File: src/rtl/dbg_scan_pkg.sv
package dbg_scan_pkg;
    localparam int DATA_W    = 32;
    localparam int ADDR_W    = 5;
    localparam int FRAME_W   = DATA_W + ADDR_W + 1;
    localparam int DIR_BIT   = FRAME_W - 1;
    localparam int VER_W     = 4;

    localparam int DCTRL_W   = 6;
    localparam int DSTAT_W   = 5;
    localparam int VCATCH_W  = 8;
    localparam int CCTRL_W   = 6;
    localparam int PEND_BIT  = 0;
    localparam int WCV_W     = 9;
    localparam int WCM_W     = 8;

    localparam int WU_REGS   = 6;
    localparam int WU_OFFS_W = 3;
    localparam int BLK_W     = ADDR_W - WU_OFFS_W;

    typedef logic [DATA_W-1:0] word_t;
    typedef logic [ADDR_W-1:0] addr_t;

    localparam addr_t A_DCTRL  = 5'd0;
    localparam addr_t A_DSTAT  = 5'd1;
    localparam addr_t A_VCATCH = 5'd2;
    localparam addr_t A_CCTRL  = 5'd4;
    localparam addr_t A_CDATA  = 5'd5;
endpackage

File: src/rtl/dbg_scan_shift.sv
module dbg_scan_shift
    import dbg_scan_pkg::*;
(
    input  logic               clk,
    input  logic               rst_n,
    input  logic               cap_en,
    input  logic               shift_en,
    input  logic               tdi,
    input  word_t              cap_data,
    output logic [FRAME_W-1:0] frame,
    output logic               tdo
);
    typedef struct packed {
        logic [FRAME_W-1:0] sr;
    } shift_st_t;

    shift_st_t s_d, s_q;

    always_comb begin
        s_d = s_q;
        if (cap_en) begin
            s_d.sr = {{(FRAME_W-DATA_W){1'b0}}, cap_data};
        end else if (shift_en) begin
            s_d.sr = {tdi, s_q.sr[FRAME_W-1:1]};
        end
    end

    always_ff @(posedge clk or negedge rst_n) begin
        if (!rst_n) s_q <= '0;
        else        s_q <= s_d;
    end

    assign frame = s_q.sr;
    assign tdo   = s_q.sr[0];

    AST_SHIFT_IN: assert property (@(posedge clk) disable iff (!rst_n)
        shift_en && !cap_en |=> frame[FRAME_W-1] == $past(tdi));
    AST_SHIFT_MOVE: assert property (@(posedge clk) disable iff (!rst_n)
        shift_en && !cap_en |=> frame[FRAME_W-2:0] == $past(frame[FRAME_W-1:1]));
    AST_CAP_HDR_ZERO: assert property (@(posedge clk) disable iff (!rst_n)
        cap_en |=> frame[FRAME_W-1:DATA_W] == '0);
    AST_IDLE_HOLD: assert property (@(posedge clk) disable iff (!rst_n)
        !cap_en && !shift_en |=> $stable(frame));
endmodule

File: src/rtl/dbg_watch_unit.sv
module dbg_watch_unit
    import dbg_scan_pkg::*;
(
    input  logic                 clk,
    input  logic                 rst_n,
    input  logic                 wr_en,
    input  logic [WU_OFFS_W-1:0] wr_offs,
    input  word_t                wdata,
    input  logic [WU_OFFS_W-1:0] rd_offs,
    output word_t                rdata
);
    typedef struct packed {
        word_t              aval;
        word_t              amsk;
        word_t              dval;
        word_t              dmsk;
        logic [WCV_W-1:0]   cval;
        logic [WCM_W-1:0]   cmsk;
    } wu_st_t;

    wu_st_t s_d, s_q;

    always_comb begin
        s_d = s_q;
        if (wr_en) begin
            case (wr_offs)
                3'd0:    s_d.aval = wdata;
                3'd1:    s_d.amsk = wdata;
                3'd2:    s_d.dval = wdata;
                3'd3:    s_d.dmsk = wdata;
                3'd4:    s_d.cval = wdata[WCV_W-1:0];
                3'd5:    s_d.cmsk = wdata[WCM_W-1:0];
                default: ;
            endcase
        end
    end

    always_comb begin
        rdata = '0;
        case (rd_offs)
            3'd0:    rdata = s_q.aval;
            3'd1:    rdata = s_q.amsk;
            3'd2:    rdata = s_q.dval;
            3'd3:    rdata = s_q.dmsk;
            3'd4:    rdata[WCV_W-1:0] = s_q.cval;
            3'd5:    rdata[WCM_W-1:0] = s_q.cmsk;
            default: ;
        endcase
    end

    always_ff @(posedge clk or negedge rst_n) begin
        if (!rst_n) s_q <= '0;
        else        s_q <= s_d;
    end

    AST_WU_HOLD: assert property (@(posedge clk) disable iff (!rst_n)
        !wr_en |=> $stable(s_q));
    AST_WU_HOLE_IGNORED: assert property (@(posedge clk) disable iff (!rst_n)
        wr_en && wr_offs >= WU_OFFS_W'(WU_REGS) |=> $stable(s_q));
endmodule

File: src/rtl/dbg_reg_bank.sv
module dbg_reg_bank
    import dbg_scan_pkg::*;
#(
    parameter int               NUM_WATCH = 2,
    parameter logic [VER_W-1:0] VERSION   = 4'd6
) (
    input  logic                clk,
    input  logic                rst_n,
    input  logic                wr_en,
    input  logic                rd_upd,
    input  logic                cap_en,
    input  addr_t               upd_addr,
    input  word_t               wdata,
    output word_t               cap_data,
    output logic [DCTRL_W-1:0]  dbg_ctrl,
    output logic [VCATCH_W-1:0] vcatch
);
    typedef struct packed {
        addr_t               rd_addr;
        logic [DCTRL_W-1:0]  dctrl;
        logic [DSTAT_W-1:0]  dstat;
        logic [VCATCH_W-1:0] vcat;
        logic [CCTRL_W-1:0]  cctrl;
        word_t               cdata;
    } bank_st_t;

    bank_st_t s_d, s_q;

    word_t                wu_rd   [NUM_WATCH];
    logic [NUM_WATCH-1:0] wu_rhit;

    for (genvar u = 0; u < NUM_WATCH; u++) begin : g_wu
        localparam logic [BLK_W-1:0] BLK = BLK_W'(u + 1);
        logic wu_wr;
        assign wu_wr      = wr_en && (upd_addr[ADDR_W-1:WU_OFFS_W] == BLK);
        assign wu_rhit[u] = (s_q.rd_addr[ADDR_W-1:WU_OFFS_W] == BLK);
        dbg_watch_unit u_wu (
            .clk     (clk),
            .rst_n   (rst_n),
            .wr_en   (wu_wr),
            .wr_offs (upd_addr[WU_OFFS_W-1:0]),
            .wdata   (wdata),
            .rd_offs (s_q.rd_addr[WU_OFFS_W-1:0]),
            .rdata   (wu_rd[u])
        );
    end

    always_comb begin
        cap_data = '0;
        case (s_q.rd_addr)
            A_DCTRL:  cap_data[DCTRL_W-1:0]  = s_q.dctrl;
            A_DSTAT:  cap_data[DSTAT_W-1:0]  = s_q.dstat;
            A_VCATCH: cap_data[VCATCH_W-1:0] = s_q.vcat;
            A_CCTRL: begin
                cap_data[CCTRL_W-1:0]        = s_q.cctrl;
                cap_data[DATA_W-1 -: VER_W]  = VERSION;
            end
            A_CDATA:  cap_data = s_q.cdata;
            default: begin
                for (int u = 0; u < NUM_WATCH; u++) begin
                    if (wu_rhit[u]) cap_data = wu_rd[u];
                end
            end
        endcase
    end

    always_comb begin
        s_d = s_q;
        if (cap_en && s_q.rd_addr == A_CDATA) begin
            s_d.cctrl[PEND_BIT] = 1'b0;
        end
        if (rd_upd) begin
            s_d.rd_addr = upd_addr;
        end
        if (wr_en) begin
            case (upd_addr)
                A_DCTRL:  s_d.dctrl = wdata[DCTRL_W-1:0];
                A_DSTAT:  s_d.dstat = wdata[DSTAT_W-1:0];
                A_VCATCH: s_d.vcat  = wdata[VCATCH_W-1:0];
                A_CCTRL:  s_d.cctrl = wdata[CCTRL_W-1:0];
                A_CDATA: begin
                    s_d.cdata           = wdata;
                    s_d.cctrl[PEND_BIT] = 1'b1;
                end
                default: ;
            endcase
        end
    end

    always_ff @(posedge clk or negedge rst_n) begin
        if (!rst_n) s_q <= '0;
        else        s_q <= s_d;
    end

    assign dbg_ctrl = s_q.dctrl;
    assign vcatch   = s_q.vcat;

    AST_RDADDR_HOLD: assert property (@(posedge clk) disable iff (!rst_n)
        !rd_upd |=> $stable(s_q.rd_addr));
    AST_READ_NO_WRITE: assert property (@(posedge clk) disable iff (!rst_n)
        rd_upd && !wr_en && !cap_en |=> $stable({s_q.dctrl, s_q.dstat, s_q.vcat, s_q.cctrl, s_q.cdata}));
    AST_VERSION_FIELD: assert property (@(posedge clk) disable iff (!rst_n)
        s_q.rd_addr == A_CCTRL |-> cap_data[DATA_W-1 -: VER_W] == VERSION);
    AST_PEND_SET: assert property (@(posedge clk) disable iff (!rst_n)
        wr_en && upd_addr == A_CDATA |=> s_q.cctrl[PEND_BIT]);
    AST_PEND_CLR: assert property (@(posedge clk) disable iff (!rst_n)
        cap_en && !wr_en && s_q.rd_addr == A_CDATA |=> !s_q.cctrl[PEND_BIT]);
    AST_CCTRL_CAP_SAFE: assert property (@(posedge clk) disable iff (!rst_n)
        cap_en && !wr_en && s_q.rd_addr == A_CCTRL |=> $stable(s_q.cctrl));
endmodule

File: src/rtl/dbg_scan_chain.sv
module dbg_scan_chain
    import dbg_scan_pkg::*;
#(
    parameter int               NUM_WATCH = 2,
    parameter logic [VER_W-1:0] VERSION   = 4'd6
) (
    input  logic                tck_i,
    input  logic                trst_ni,
    input  logic                dr_sel_i,
    input  logic                capture_i,
    input  logic                shift_i,
    input  logic                update_i,
    input  logic                tdi_i,
    output logic                tdo_o,
    output logic [DCTRL_W-1:0]  dbg_ctrl_o,
    output logic [VCATCH_W-1:0] vcatch_o
);
    logic               cap_en, shift_en, upd_en, wr_en, rd_upd;
    logic [FRAME_W-1:0] frame;
    word_t              cap_data;

    assign cap_en   = dr_sel_i && capture_i;
    assign shift_en = dr_sel_i && shift_i;
    assign upd_en   = dr_sel_i && update_i;
    assign wr_en    = upd_en &&  frame[DIR_BIT];
    assign rd_upd   = upd_en && !frame[DIR_BIT];

    dbg_scan_shift u_shift (
        .clk      (tck_i),
        .rst_n    (trst_ni),
        .cap_en   (cap_en),
        .shift_en (shift_en),
        .tdi      (tdi_i),
        .cap_data (cap_data),
        .frame    (frame),
        .tdo      (tdo_o)
    );

    dbg_reg_bank #(
        .NUM_WATCH (NUM_WATCH),
        .VERSION   (VERSION)
    ) u_bank (
        .clk      (tck_i),
        .rst_n    (trst_ni),
        .wr_en    (wr_en),
        .rd_upd   (rd_upd),
        .cap_en   (cap_en),
        .upd_addr (frame[DIR_BIT-1:DATA_W]),
        .wdata    (frame[DATA_W-1:0]),
        .cap_data (cap_data),
        .dbg_ctrl (dbg_ctrl_o),
        .vcatch   (vcatch_o)
    );

    AST_DESELECT_HOLD: assert property (@(posedge tck_i) disable iff (!trst_ni)
        !dr_sel_i |=> $stable(dbg_ctrl_o) && $stable(vcatch_o));
endmodule

File: config.mk
export PLATFORM = sky130hd
export DESIGN_NAME = dbg_scan_chain
export DESIGN_NICKNAME = d
export VERILOG_FILES = /design/src/rtl/dbg_scan_pkg.sv /design/src/rtl/dbg_scan_shift.sv /design/src/rtl/dbg_watch_unit.sv /design/src/rtl/dbg_reg_bank.sv /design/src/rtl/dbg_scan_chain.sv
export SDC_FILE = /design/constraint.sdc
export NUM_CORES = 1
export LEC_CHECK = 0
export BUFFER_PORTS_ARGS = -buffer_cell sky130_fd_sc_hd__buf_2
export CAP_MARGIN = 5
export CORE_ASPECT_RATIO = 1.5
export CORE_MARGIN = 4
export CORE_UTILIZATION = 65
export DETAILED_ROUTE_END_ITERATION = 6
export HOLD_SLACK_MARGIN = 0.06
export PLACE_DENSITY_LB_ADDON = 0.3
export SETUP_SLACK_MARGIN = 0.05
export SLEW_MARGIN = 20
export SYNTH_ARGS = -nofsm -noshare
export SYNTH_HDL_FRONTEND = slang
export SYNTH_SLANG_ARGS = --single-unit
File: constraint.sdc
create_clock -name tck_i -period 6.16 [get_ports tck_i]
set_input_delay 0.308 -clock tck_i [delete_from_list [all_inputs] [get_ports tck_i]]
set_output_delay 0.308 -clock tck_i [all_outputs]
set_load 0.01 [all_outputs]
=== Yosys cells after proc, flatten, opt, wreduce, memory -nomap -nowiden ===
Index checks and enable logic that the tools add are counted.

* Divide/modulo/power cells: 0
* Equal/unequal tests: 22
* Shifts and indexed selects: 0
* Multiplexer cells: 19
* Order comparisons: 0
* Add/sub/neg operators: 0
* Bitwise logic cells: 0
* Reductions and logical operators: 34
* $mul: 0

{| class="wikitable"
|+ Operators by type and width
! operator !! count
|-
| case mux 23 bit (4 select lines) || 2
|-
| 2-to-1 mux 32 bit || 3
|-
| case mux 8 bit (6 select lines) || 2
|-
| 2-to-1 mux 38 bit || 2
|-
| case mux 20 bit (2 select lines) || 1
|-
| AND reduction 2 bit || 17
|-
| 2-to-1 mux 33 bit || 1
|-
| case mux 5 bit (5 select lines) || 1
|-
| == test 5 x 3 -> 1 bit (second input constant) || 4
|-
| case mux 1 bit (5 select lines) || 3
|-
| == test 3 x 2 -> 1 bit (second input constant) || 4
|-
| == test 3 bit (second input constant) || 4
|-
| case mux 4 bit (3 select lines) || 1
|-
| == test 5 x 1 -> 1 bit (second input constant) || 2
|-
| == test 5 x 2 -> 1 bit (second input constant) || 2
|-
| zero test 5 bit || 2
|-
| logical AND 1 bit || 8
|-
| == test 3 x 1 -> 1 bit (second input constant) || 2
|-
| zero test 3 bit || 2
|-
| case mux 2 bit (3 select lines) || 1
|-
| OR reduction 3 bit || 2
|-
| == test 2 x 1 -> 1 bit (second input constant) || 2
|-
| == test 2 bit (second input constant) || 2
|-
| OR reduction 4 bit || 1
|-
| 4 further kinds || 4
|}

* Latch bits: 0
* Memories: 0
* Memory bits (read-only): 0
* RAM bits: 0
* Input port bits: 7
* Output and inout port bits: 15
* Bits in registers: 390
* Word-level logic and storage cells: 95

=== Logic depth before layout (Yosys ltp) ===
* Word-level depth: 6
* Gate-level depth with buffers: 9
* Mapped depth without buffers: 5

=== Modules after synthesis ===
A second synthesis with hierarchy kept.

* Cells, all modules: 1322
* Area total of the unflattened synthesis: 19060.8 µm²

{| class="wikitable"
|+ By module, submodules not included
! module !! area an instance (µm²) !! times used !! sequential area each (µm²) !! cells an instance
|-
| dbg_watch_unit || 6906.6 || 2 || 3628.5 || 430
|-
| dbg_reg_bank || 3483.3 || 1 || 1551.5 || 299
|-
| dbg_scan_shift || 1734.2 || 1 || 950.9 || 159
|-
| dbg_scan_chain || 30.0 || 1 || 0.0 || 4
|}

=== Worst setup path after synthesis ===
Ideal clock, no wire load.

* Kind: input port to flip-flop
* Start point: input port dr_sel_i
* End point: register u_bank.g_wu[0].u_wu.s_q[25] (netlist bit)
* Arrival time: 1851 ps
* Data required time: 6032 ps
* Library setup time: 128 ps
* Setup slack: 4181 ps
* Stages: 8
* Cell sequence: buf_4 nand3_2 or3b_1 buf_2 and4bb_1 buf_4 buf_6 mux2_1

* Word-level cells in the longest chain between the ends: 4

{| class="wikitable"
|+ Ends and longest elaborated chain
! what !! line !! source
|-
| start, declared || dbg_scan_chain.sv:9 || <nowiki>input logic dr_sel_i,</nowiki>
|-
| logical AND 1 bit || dbg_scan_chain.sv:24 || <nowiki>assign upd_en = dr_sel_i && update_i;</nowiki>
|-
| logical AND 1 bit || dbg_scan_chain.sv:25 || <nowiki>assign wr_en = upd_en && frame[DIR_BIT];</nowiki>
|-
| logical AND 1 bit || dbg_reg_bank.sv:35 || <nowiki>assign wu_wr = wr_en && (upd_addr[ADDR_W-1:WU_OFFS_W] == BLK);</nowiki>
|-
| AND reduction 2 bit (no line) || -- ||
|-
| end signal, assigned || dbg_watch_unit.sv:52 || <nowiki>if (!rst_n) s_q <= '0;</nowiki>
|-
| end signal, assigned || dbg_watch_unit.sv:53 || <nowiki>else s_q <= s_d;</nowiki>
|-
| end, declared || dbg_watch_unit.sv:21 || <nowiki>wu_st_t s_d, s_q;</nowiki>
|}

Every way passes these cells.
A chain may end at the register's enable or synchronous reset.

=== Final worst setup path ===
* Start point: register u_bank.s_q[59] (netlist bit)
* End point: register u_shift.s_q (netlist bit u_shift.frame[24])

* Word-level cells in the longest chain between the ends: 6

{| class="wikitable"
|+ Ends and longest elaborated chain
! what !! line !! source
|-
| start, declared || dbg_reg_bank.sv:27 || <nowiki>bank_st_t s_d, s_q;</nowiki>
|-
| start signal, assigned || dbg_reg_bank.sv:91 || <nowiki>if (!rst_n) s_q <= '0;</nowiki>
|-
| start signal, assigned || dbg_reg_bank.sv:92 || <nowiki>else s_q <= s_d;</nowiki>
|-
| == test 3 x 2 -> 1 bit, or another cell as far along || dbg_watch_unit.sv:40 || <nowiki>case (rd_offs)</nowiki>
|-
| case mux 23 bit (4 select lines) || dbg_watch_unit.sv:40 ||
|-
| 2-to-1 mux 32 bit (2 in a row) || dbg_reg_bank.sv:61 || <nowiki>if (wu_rhit[u]) cap_data = wu_rd[u];</nowiki>
|-
| case mux 20 bit (2 select lines) * || dbg_reg_bank.sv:50 || <nowiki>case (s_q.rd_addr)</nowiki>
|-
| 2-to-1 mux 38 bit * || dbg_scan_shift.sv:21 || <nowiki>if (cap_en) begin</nowiki>
|-
| end signal, assigned || dbg_scan_shift.sv:29 || <nowiki>if (!rst_n) s_q <= '0;</nowiki>
|-
| end signal, assigned || dbg_scan_shift.sv:30 || <nowiki>else s_q <= s_d;</nowiki>
|-
| end, declared || dbg_scan_shift.sv:17 || <nowiki>shift_st_t s_d, s_q;</nowiki>
|}

Mark *: on every way between the ends. The rest lies on a longest branch, timed or not.

==> results.json <==
{
  "ys_warn_count": 0,
  "fin_nets": 1332,
  "synth_cell_type_count": 63,
  "grt_pass1_vias": 12200,
  "fp.dieH_um": 213,
  "core_um2": 27400,
  "finalSetupViolCount": 0,
  "worst_skew_pair.late_latency_ns": 0.54,
  "cts_tree": "yes",
  "stdcell_count": 1694,
  "rows": 74,
  "grt_setup_unrepaired": "false",
  "final_max_slew_viol_count": 0,
  "worstPathRequired_ns": 6.60,
  "numPortBuffers": 21,
  "drc": 0,
  "antenna_found_initial": 0,
  "worst_clock_skew_ns": 0.0234,
  "cts_buffers": 36,
  "num_vias": 11700,
  "cts_sinks": 390,
  "fill_cells": 1806,
  "cts.repair.resized": 0,
  "ys.flop_type": "dfrtp_1",
  "p_sw_share_pct": 24.4,
  "clk_pin_slew_ns": 0.07,
  "pwr-share-clk_pct": 42.5,
  "synth_cells": 1387,
  "drtIter0Drc": 850,
  "p_leak_nw": 9.09,
  "relSlewSlack_pct": 20.6,
  "ff2ff_setup_slack_ns": 2.97,
  "netlist_area_um2": 18200,
  "fin_crit_sh_pct": 51.8,
  "internal-power_mw": 4.09,
  "fin_crit_ns": 3.19,
  "die_area_um2": 30800,
  "final_cell_mix": "387 x dfrtp_1, 329 x mux2_2, 104 x mux2i_1",
  "cts_buffer_depth": 3,
  "crit_type": "reg2reg",
  "floorplan.initialDensity_pct": 66.4,
  "p_comb_share_pct": 5.5,
  "worstPathArrival_ns": 3.63,
  "cts-root-buf": "clkbuf_16",
  "crit_fanout": 31,
  "synth_nets": 1394,
  "area_growth_pct": 7.19,
  "post_drt_via_cell_ratio": 6.88,
  "startpoint_type": "flip-flop",
  "dp_slack_ns": 3.06,
  "maxCapViolations": 0,
  "wl_mm": 43.4,
  "ant_nets": 0,
  "power_frac_seq_pct": 52.0,
  "hold_violations": 0,
  "setup_tns_ns": 0,
  "wl_per_cell_um": 25.6,
  "pin_count": 22,
  "async_flop_share_pct": 100,
  "dp.cells": 1627,
  "status": "completed",
  "setup_slack_ns": 2.97,
  "worstMarginPinSlew_ns": 1.19,
  "crit_path_end_kind": "flip-flop",
  "fin_util_pct": 71.1,
  "power.net_switching_mw": 1.32,
  "p_per_area_nw_per_um2": 277,
  "routabilityCongestion": 0.867,
  "synth-edff-count": 0,
  "ctsHtreeMaxLevel": 2,
  "grt_use_total_pct": 28.9,
  "synth-seq-cells": 390,
  "die_width_um": 145,
  "grt_max_degree": 120,
  "n_antenna_cell": 0,
  "hpwlAfterDp_mm": 25.6,
  "drive_above_1_share_pct": 35.0,
  "mostFrequentLayoutCell": "dfrtp_1",
  "avgSynthCellArea_um2": 13.1,
  "fmax_ghz": 0.314,
  "grt.overflow.total": 0,
  "firstDrtPassIters": 5,
  "grt_pass1_wl_mm": 68.8,
  "ys_seq_area_share_pct": 53.7,
  "hp-class": "in2reg",
  "peakVddDrop_mv": 0.208,
  "total_power_mw": 5.40
}
## synthesized netlist by cell type, drive strengths merged (4+ instances only)
master / count / share of area (%)
dfrtp: 390 / 54
mux2: 360 / 22
mux2i: 104 / 5.7
clkbuf: 75 / 1.5
buf: 71 / 2.4
o22ai: 49 / 1.7
nand2: 45 / 0.93
o21ai: 40 / 1.1
nor2: 26 / 0.65
a22o: 25 / 1.2
a21oi: 22 / 0.63
a221oi: 20 / 0.96
and3: 20 / 0.69
nand3: 18 / 0.52
a22oi: 15 / 0.62
a211oi: 9 / 0.37
mux4: 9 / 1.1
nor2b: 9 / 0.31
nand2b: 8 / 0.28
inv: 6 / 0.12
or2: 5 / 0.17
a221o: 4 / 0.22
a41oi: 4 / 0.19
## state kept, by name, summed over array words and instances, names as in the netlist
name	flops
u_bank.g_wu.u_wu.s_q	290
u_shift.frame	38
u_bank.vcatch	8
u_bank.s_q	48
u_bank.dbg_ctrl	6
## cells by family after synthesis
kind of cell,Yosys count,share of synthesized area (%)
multiplexers,473,29.1
AND/OR/NAND/NOR,151,4.62
buffers and inverters,152,4.05
flip-flops,390,53.7
AO/OA/AOI/OAI,221,8.54
## cell type report
type	instances	area [µm²]	share of cell area, %
Clock buffer	58	1120	5.77
Sequential cell	390	9770	50.1
Inverter	6	22.5	0.116
Clock inverter	7	95.1	0.488
Multi-Input combinational cell	845	7740	39.7
Tap cell	342	428	2.20
Timing Repair Buffer	46	320	1.64
## routing by layer
layer	up-vias	GRT usage, %	share of wire (%)
met5	-	0	0
met4	0	13.4	4.9
met3	157	3.88	5.9
met2	446	49.0	51
met1	6087	36.8	39
li1	4973	-	-
## worst paths after layout
check	endpoint	cells past startpoint	startpoint
worst max-delay path	u_shift.frame[24]$_DFFE_PN0P_	6	u_bank.s_q[59]$_DFFE_PN0P_
worst min-delay path	u_bank.s_q[58]$_DFFE_PN0P_	3	update_i
worst max register to register	u_shift.frame[24]$_DFFE_PN0P_	6	u_bank.s_q[59]$_DFFE_PN0P_
worst min register to register	u_bank.g_wu[0].u_wu.s_q[37]$_DFFE_PN0P_	1	u_bank.g_wu[0].u_wu.s_q[37]$_DFFE_PN0P_
max in group asynchronous	u_bank.s_q[57]$_DFFE_PN0P_	3	trst_ni
min in group asynchronous	u_bank.g_wu[0].u_wu.s_q[4]$_DFFE_PN0P_	2	trst_ni
## what timing repair did
| action | 4_1_cts | 5_1_grt |
|---|---|---|
| endpoints found under the hold margin | 117 | 0 |
| hold buffers | 2 | 0 |
| buffers inserted | 0 | 0 |
| setup endpoints to repair | 0 | 0 |
## critical path, cell delays in order (launching register included)
cell and delay, ns:
dfrtp_2 0.81, buf_4 0.49, or2_2 0.25, a21oi_2 0.19, nor2_2 0.94, a221oi_1 0.18
o21ai_0 0.23
## power groups by stage
stage               Combinational, mW  Clock (mW)  Sequential, mW
finish                          0.299        2.30            2.81
global route                    0.330        2.44            2.82
CTS                             0.300        2.32            2.80
detailed placement              0.298           0            2.85
global placement                0.292           0            2.84
floorplan                       0.287           0            2.71
## per-stage QoR
stage                     area [µm²]  hold slack (ns)
after floorplan                18200           0.0124
after global placement         18300            0.433
after detailed placement       18300            0.436
after CTS                      19500            0.315
after global routing           19500            0.335
final                          19500            0.334
(Power assumes the default switching activity.)
